==> config.mk <==
export PLATFORM = sky130hd
export DESIGN_NAME = tof_classifier
export DESIGN_NICKNAME = d
export VERILOG_FILES = /design/src/rtl/tof_pkg.sv /design/src/rtl/tof_delay_line.sv /design/src/rtl/tof_stretch.sv /design/src/rtl/tof_event_cnt.sv /design/src/rtl/tof_classifier.sv
export SDC_FILE = /design/constraint.sdc
export NUM_CORES = 1
export LEC_CHECK = 0
export CORE_MARGIN = 1
export CORE_UTILIZATION = 57
export DETAILED_ROUTE_END_ITERATION = 10
export GPL_TIMING_DRIVEN = 0
export MAX_ROUTING_LAYER = met4
export PLACE_DENSITY = 0.81
export SLEW_MARGIN = 20
export SYNTH_ARGS = -nofsm -noshare
export SYNTH_HDL_FRONTEND = slang
export SYNTH_HIERARCHICAL = 1
export SYNTH_SLANG_ARGS = --single-unit
==> constraint.sdc <==
create_clock -name clk_i -period 3 [get_ports clk_i]
set_input_delay 0.9 -clock clk_i [delete_from_list [all_inputs] [get_ports clk_i]]
set_output_delay 0.9 -clock clk_i [all_outputs]
set_load 0.05 [all_outputs]
==> src/rtl/tof_pkg.sv <==
package tof_pkg;
  typedef enum logic [1:0] {
    CLS_NONE   = 2'd0,
    CLS_PROMPT = 2'd1,
    CLS_SLOW   = 2'd2
  } tof_class_e;

  function automatic int unsigned ns_to_cyc(input int unsigned ns, input int unsigned clk_ps);
    return (ns * 1000) / clk_ps;
  endfunction
endpackage

==> src/rtl/tof_delay_line.sv <==
module tof_delay_line #(
  parameter int unsigned DEPTH = 1
) (
  input  logic clk_i,
  input  logic rst_ni,
  input  logic d_i,
  output logic q_o
);
  logic [DEPTH:0] tap;
  assign tap[0] = d_i;

  for (genvar i = 0; i < DEPTH; i++) begin : g_stage
    always_ff @(posedge clk_i or negedge rst_ni) begin
      if (!rst_ni) tap[i+1] <= 1'b0;
      else         tap[i+1] <= tap[i];
    end
  end

  assign q_o = tap[DEPTH];
endmodule

==> src/rtl/tof_stretch.sv <==
module tof_stretch #(
  parameter int unsigned WIDTH = 4
) (
  input  logic clk_i,
  input  logic rst_ni,
  input  logic trig_i,
  output logic win_o
);
  localparam int unsigned CW = $clog2(WIDTH + 1);
  localparam logic [CW-1:0] LOAD = CW'(WIDTH);

  logic [CW-1:0] cnt;

  // retriggerable: a new hit reloads the full width
  always_ff @(posedge clk_i or negedge rst_ni) begin
    if (!rst_ni)          cnt <= '0;
    else if (trig_i)      cnt <= LOAD;
    else if (cnt != '0)   cnt <= cnt - 1'b1;
  end

  assign win_o = (cnt != '0);
endmodule

==> src/rtl/tof_event_cnt.sv <==
module tof_event_cnt #(
  parameter int unsigned W = 16
) (
  input  logic         clk_i,
  input  logic         rst_ni,
  input  logic         clr_i,
  input  logic         inc_i,
  output logic [W-1:0] cnt_o
);
  always_ff @(posedge clk_i or negedge rst_ni) begin
    if (!rst_ni)     cnt_o <= '0;
    else if (clr_i)  cnt_o <= '0;
    else if (inc_i)  cnt_o <= cnt_o + 1'b1;
  end
endmodule

==> src/rtl/tof_classifier.sv <==
module tof_classifier
  import tof_pkg::*;
#(
  parameter int unsigned CLK_PS    = 2500,
  parameter int unsigned DS_W_NS   = 10,
  parameter int unsigned PR_DLY_NS = 65,
  parameter int unsigned PR_W_NS   = 10,
  parameter int unsigned SL_DLY_NS = 75,
  parameter int unsigned SL_W_NS   = 90,
  parameter int unsigned CNT_W     = 16
) (
  input  logic             clk_i,
  input  logic             rst_ni,
  input  logic             us_hit_i,
  input  logic             ds_hit_i,
  input  logic             ctrl_rdy_i,
  input  logic             dig_rdy_i,
  input  logic             cnt_clr_i,
  output logic             prompt_o,
  output logic             slow_o,
  output logic             accept_o,
  output logic [CNT_W-1:0] prompt_cnt_o,
  output logic [CNT_W-1:0] slow_cnt_o
);
  localparam int unsigned DS_W   = ns_to_cyc(DS_W_NS, CLK_PS);
  localparam int unsigned PR_DLY = ns_to_cyc(PR_DLY_NS, CLK_PS);
  localparam int unsigned PR_W   = ns_to_cyc(PR_W_NS, CLK_PS);
  localparam int unsigned SL_DLY = ns_to_cyc(SL_DLY_NS, CLK_PS);
  localparam int unsigned SL_W   = ns_to_cyc(SL_W_NS, CLK_PS);

  logic us_pr_dly, us_sl_dly;
  logic ds_win, pr_win, sl_win;

  tof_delay_line #(.DEPTH(PR_DLY)) i_pr_dly (
    .clk_i, .rst_ni, .d_i(us_hit_i), .q_o(us_pr_dly)
  );
  tof_delay_line #(.DEPTH(SL_DLY)) i_sl_dly (
    .clk_i, .rst_ni, .d_i(us_hit_i), .q_o(us_sl_dly)
  );

  tof_stretch #(.WIDTH(DS_W)) i_ds_win (
    .clk_i, .rst_ni, .trig_i(ds_hit_i), .win_o(ds_win)
  );
  tof_stretch #(.WIDTH(PR_W)) i_pr_win (
    .clk_i, .rst_ni, .trig_i(us_pr_dly), .win_o(pr_win)
  );
  tof_stretch #(.WIDTH(SL_W)) i_sl_win (
    .clk_i, .rst_ni, .trig_i(us_sl_dly), .win_o(sl_win)
  );

  logic       evt_done;
  logic       evt_active;
  logic       rdy_ok;
  tof_class_e fire;

  assign evt_active = ds_win | pr_win | sl_win;
  assign rdy_ok     = ctrl_rdy_i & dig_rdy_i;

  // prompt wins; one class per event, held off until all windows close
  always_comb begin
    fire = CLS_NONE;
    if (!evt_done) begin
      if (pr_win && ds_win)      fire = CLS_PROMPT;
      else if (sl_win && ds_win) fire = CLS_SLOW;
    end
  end

  always_ff @(posedge clk_i or negedge rst_ni) begin
    if (!rst_ni) begin
      evt_done <= 1'b0;
      prompt_o <= 1'b0;
      slow_o   <= 1'b0;
      accept_o <= 1'b0;
    end else begin
      prompt_o <= (fire == CLS_PROMPT);
      slow_o   <= (fire == CLS_SLOW);
      accept_o <= (fire != CLS_NONE) && rdy_ok;
      if (fire != CLS_NONE) evt_done <= 1'b1;
      else if (!evt_active) evt_done <= 1'b0;
    end
  end

  tof_event_cnt #(.W(CNT_W)) i_pr_cnt (
    .clk_i, .rst_ni, .clr_i(cnt_clr_i),
    .inc_i((fire == CLS_PROMPT) && rdy_ok), .cnt_o(prompt_cnt_o)
  );
  tof_event_cnt #(.W(CNT_W)) i_sl_cnt (
    .clk_i, .rst_ni, .clr_i(cnt_clr_i),
    .inc_i((fire == CLS_SLOW) && rdy_ok), .cnt_o(slow_cnt_o)
  );
endmodule

After elaboration in Yosys (flattened, before gate mapping)
Index checks and enable logic that the tools add are counted.
{"block": "totals", "elab_cells": 79, "input_bits": 7, "output_inout_bits": 35, "regBits": 78}
{"block": "classes", "n_reduce_logical": 14, "n_eq_ne": 3, "bitwise_logic": 3, "addsub": 5, "mux": 15}
{"op": "16-bit two-way mux", "n": 4}
{"op": "16-bit by 1-bit adder with 16-bit output (second input constant)", "n": 2}
{"op": "3-bit two-way mux", "n": 4}
{"op": "6-bit two-way mux", "n": 2}
{"op": "2-bit nonzero test", "n": 6}
{"op": "2-bit two-way mux", "n": 3}
{"op": "3-bit nonzero test", "n": 2}
{"op": "6-bit nonzero test", "n": 1}
{"op": "3-bit by 1-bit subtractor with 3-bit output (second input constant)", "n": 2}
{"op": "6-bit by 1-bit subtractor with 6-bit output (second input constant)", "n": 1}
{"op": "1-bit logical AND", "n": 5}
{"op": "2-bit by 1-bit equality test with 1-bit output (second input constant)", "n": 1}
{"op": "2-bit equality test (second input constant)", "n": 1}
{"op": "1-bit two-way mux", "n": 2}
{"op": "2-bit by 1-bit != test with 1-bit output (second input constant)", "n": 1}
{"op": "1-bit bitwise OR", "n": 2}
{"op": "1-bit bitwise AND", "n": 1}

Logic depth before layout (Yosys ltp)
{"block": "depth", "depth_word": 9, "ltp_mapped": 11, "mapped_depth_nobuf": 10}

By module
Netlist, hierarchy kept.
{"module": "tof_event_cnt", "cells_each": 82, "instances": 2, "area_per_inst_um2": 872.1}
{"module": "tof_delay_line (i_sl_dly)", "cells_each": 30, "instances": 1, "area_per_inst_um2": 750.7}
{"module": "tof_delay_line (i_pr_dly)", "cells_each": 26, "instances": 1, "area_per_inst_um2": 650.6}
{"module": "tof_stretch (i_ds_win ...)", "cells_each": 16, "instances": 2, "area_per_inst_um2": 177.7}
{"module": "tof_stretch (i_sl_win)", "cells_each": 31, "instances": 1, "area_per_inst_um2": 330.3}
{"module": "tof_classifier", "cells_each": 15, "instances": 1, "area_per_inst_um2": 176.4}

Worst setup path before layout
Ideal clock, no wire load.
{"block": "synth_path", "path_type": "register -> register", "from": "register i_sl_win.cnt[0]", "to": "register i_sl_cnt.cnt_o[15]", "stages_incl_launch_ff": 12, "required_ns": 2.875, "arrival_ns": 2.369, "path_slack_ns": 0.506, "setup_time_ns": 0.125, "n_path_buf": 1, "cell_sequence": "dfrtp_1 -> inv_1 -> ha_1 -> or3b_4 -> nor3_4 -> inv_2 -> nor4b_2 -> buf_4 -> o211ai_4 -> nor3_2 -> nor3b_2 -> mux2_4"}
{"block": "synth_via", "elab_chain_cells": 8}
{"item": "start: declaration", "line_no": "tof_stretch.sv:12", "rtl": "logic [CW-1:0] cnt;"}
{"item": "start signal: assignment", "line_no": "tof_stretch.sv:18", "rtl": "else if (cnt != '0) cnt <= cnt - 1'b1;"}
{"item": "6-bit nonzero test", "line_no": "tof_stretch.sv:21", "rtl": "assign win_o = (cnt != '0);"}
{"item": "named net sl_win", "line_no": "tof_classifier.sv:32", "rtl": "logic ds_win, pr_win, sl_win;"}
{"item": "1-bit logical AND", "line_no": "tof_classifier.sv:64", "rtl": "else if (sl_win && ds_win) fire = CLS_SLOW;"}
{"item": "2-bit two-way mux", "line_no": "tof_classifier.sv:64"}
{"item": "2-bit two-way mux", "line_no": "tof_classifier.sv:63", "rtl": "if (pr_win && ds_win) fire = CLS_PROMPT;"}
{"item": "2-bit two-way mux", "line_no": "tof_classifier.sv:62", "rtl": "if (!evt_done) begin"}
{"item": "2-bit equality test", "line_no": "tof_classifier.sv:89", "rtl": ".inc_i((fire == CLS_SLOW) && rdy_ok), .cnt_o(slow_cnt_o)"}
{"item": "1-bit logical AND", "line_no": "tof_classifier.sv:89"}
{"item": "2-bit nonzero test (no source line)"}
{"item": "end signal: assignment", "line_no": "tof_event_cnt.sv:13", "rtl": "else if (inc_i) cnt_o <= cnt_o + 1'b1;"}
{"item": "end: declaration", "line_no": "tof_event_cnt.sv:8", "rtl": "output logic [W-1:0] cnt_o"}
The timed path passes the listed nets, and every way through them passes these cells.
A chain may end at the register's enable or synchronous reset.

Final worst setup path
Same ends and word-level chain as after synthesis.

==> flow_metrics.py <==
metrics = {
    "drt": {
        "drtPass1Iterations": 4,
        "viasPerCell": 5.21,
        "routedWlPerCell_um": 14.8,
        "drt_drc_violations_left": 0,
        "drtIter0Drc": 119,
        "antenna_left": 0,
        "vias": 2349,
        "totalWireLength_um": 6680,
    },
    "cts": {
        "cts_tree": "built",
        "clkSlewWorstSetupHoldPaths_ns": 0.11,
        "cts_made_buffers": 9,
        "cts.sinks": 104,
        "cts.path.max_buffers": 2,
        "cts_resized": 0,
        "cts_setup_buffers": 0,
        "hold_buffers": 0,
        "insertion_delay_ns": 0.37,
        "htree_levels": 3,
        "cts-root-buf": "clkbuf_8",
    },
    "sta": {
        "relSlewSlack": 0.644,
        "setup_viol_count_final": 0,
        "fin_skew_ns": 0.0133,
        "rsz0062_at_grt": "false",
        "fin_ws_ns": 0.215,
        "drv_slew": 0,
        "fin_crit_ns": 2.79,
        "fin_crit_sh": 0.928,
        "holdWs_ns": 0.356,
        "fmax_mhz": 359,
        "tightest_slew_ns": 0.532,
        "finalHoldViolations": 0,
    },
    "final_layout": {
        "final_cell_mix": "104 x dfrtp_1, 39 x clkdlybuf4s50_1, 36 x nor2_1",
        "drive_above_1_share": 0.152,
        "n_fill_cell": 469,
        "n_antenna_cell": 0,
        "final_common_cell": "dfrtp_1",
        "area_growth_pct": 19.1,
        "nNetsFinal": 365,
    },
    "logic_synthesis": {
        "synth_top_area_share": 0.649,
        "synth_seq_cells": 104,
        "yosysSeqAreaShare": 0.649,
        "synth.avg_cell_area_um2": 13.4,
        "yosysTopAreaCell": "dfrtp_1",
        "ys_warn_count": 6,
        "ys_types": 41,
        "syn_inst": 298,
        "syn_area_um2": 4010,
        "synth_area_leaders": "dfrtp_1 65%, nor2_1 3.4%, xnor2_1 3.3%",
        "syn-num-nets": 313,
    },
    "flow_run": {
        "cap_violations": 0,
    },
    "critical_path": {
        "endpoint_kind": "flop",
        "start_kind": "flop",
        "crit_required_ns": 3.26,
        "cp.arrival_ns": 3.05,
        "worstPathMaxFanout": 7,
        "crit_type": "reg -> reg",
    },
    "floorplan": {
        "rows": 30,
        "die_height_um": 85.9,
        "start_util": 0.590,
        "io_pins": 42,
        "core_area_um2": 6790,
        "die_x_um": 85.9,
        "die_area_um2": 7370,
    },
    "global_routing": {
        "grt_pass1_wl_um": 11400,
        "track_usage": 0.211,
        "grt_pass1_vias": 2411,
        "grt.overflow.total": 0,
        "antenna_found_initial": 0,
        "grt_max_degree": 66,
    },
    "placed_design": {
        "io_buffers": 40,
        "dp_slack_ns": -0.0695,
        "hpwl_um": 4350,
        "gp_congestion": 0.785,
    },
    "power": {
        "p_leak_nw": 2.00,
        "peakVddDrop_mv": 0.487,
        "power_density_nw_per_um2": 567,
    },
    "worst_hold_path": {
        "hp-class": "reg -> reg",
    },
    "status": {
        "status": "completed",
    },
}
==> cell type report <==
| cell class | instances | area (um^2) | share of cell area |
|---|---|---|---|
| Clock buffer | 9 | 124 | 0.0260 |
| Tap cell | 96 | 120 | 0.0252 |
| Clock inverter | 7 | 92.6 | 0.0194 |
| Multi-Input combinational cell | 172 | 1280 | 0.269 |
| Inverter | 14 | 52.6 | 0.0110 |
| Sequential cell | 104 | 2600 | 0.545 |
| Buffer | 8 | 67.6 | 0.0142 |
| Timing Repair Buffer | 41 | 429 | 0.0899 |
==> per-stage QoR <==
stage / std cells / setup TNS (ns) / util / power [mW] / instance area [um^2]
after global routing: 451 / 0 / 0.703 / 2.83 / 4770
after global placement: 434 / -269.50 / 0.666 / 1.79 / 4530
after CTS: 451 / 0 / 0.703 / 2.74 / 4770
final: 451 / 0 / 0.703 / 2.71 / 4770
after detailed placement: 435 / -0.0695 / 0.671 / 1.81 / 4560
after floorplan: 298 / 0 / - / 1.72 / 4010
==> critical path, stage by stage, from the launching register on <==
cell	delay [ns]
dfrtp_1	0.42
inv_1	0.11
ha_1	0.18
or3b_4	0.41
nor3_4	0.24
inv_2	0.10
nor4b_2	0.18
buf_4	0.17
o211ai_4	0.32
nor3_2	0.11
nor3b_2	0.18
mux2_4	0.29
==> state kept, by name (all words and copies together), names as in the netlist <==
register and count:
i_sl_win/cnt 6, i_sl_cnt/cnt_o 16, i_pr_win/cnt 3, i_sl_dly/tap 29, i_sl_dly/q_o 1, i_ds_win/cnt 3
i_pr_dly/q_o 1, accept_o 1, prompt_o 1, evt_done 1, i_pr_dly/tap 25, i_pr_cnt/cnt_o 16
slow_o 1
==> cell families after synthesis <==
logic type | after synthesis | synth area share
buf+inv | 22 | 0.0300
mux | 9 | 0.0265
flops | 104 | 0.649
xor+xnor | 21 | 0.0459
compound gates | 25 | 0.0453
simple gates | 109 | 0.178
fa+ha+maj | 8 | 0.0250
==> power breakdown <==
part / switching (mW) / leakage (nW) / total, mW / internal [mW]
sequential: 0.0507 / 1.29 / 1.53 / 1.48
clock: 0.514 / 0.112 / 0.929 / 0.415
combinational: 0.137 / 0.591 / 0.249 / 0.112
total: 0.701 / 2.00 / 2.71 / 2.01
==> layer usage <==
metal  up-vias  wire (um)  track usage
li1       1115          -            -
met1      1170       2980        0.263
met2        56       3310        0.330
met3         8        304       0.0674
met4         0         85       0.0712
met5         -          0            -
==> worst paths after layout <==
| path | from | to | slack [ns] | cells past startpoint |
|---|---|---|---|---|
| setup / recovery | i_sl_win/cnt[0] | i_sl_cnt/cnt_o[15] | 0.21 | 11 |
| hold / removal | i_pr_dly/tap[11] | i_pr_dly/tap[12] | 0.36 | 0 |
| setup reg to reg | i_sl_win/cnt[0] | i_sl_cnt/cnt_o[15] | 0.21 | 11 |
| hold reg to reg | i_pr_dly/tap[11] | i_pr_dly/tap[12] | 0.36 | 0 |
| max in group asynchronous | rst_ni | i_sl_dly/tap[9] | 1.96 | 2 |
| min in group asynchronous | rst_ni | prompt_o | 0.43 | 1 |
==> synthesized netlist by cell type (all sizes together) <==
cell type	n
and3	3
nor4b	4
a21oi	9
mux2	7
mux2i	2
buf	6
nor4	10
clkbuf	2
xnor2	15
o211ai	2
nor2	36
nor2b	4
xor2	6
or3b	1
a211oi	3
nand2b	4
nand2	11
nor3	7
and2b	2
or3	6
nor3b	6
o31ai	2
ha	8
a211o	3
and3b	1
inv	14
o21ai	6
nand3	4
nand4	10
dfrtp	104
(Power assumes the default switching activity.)
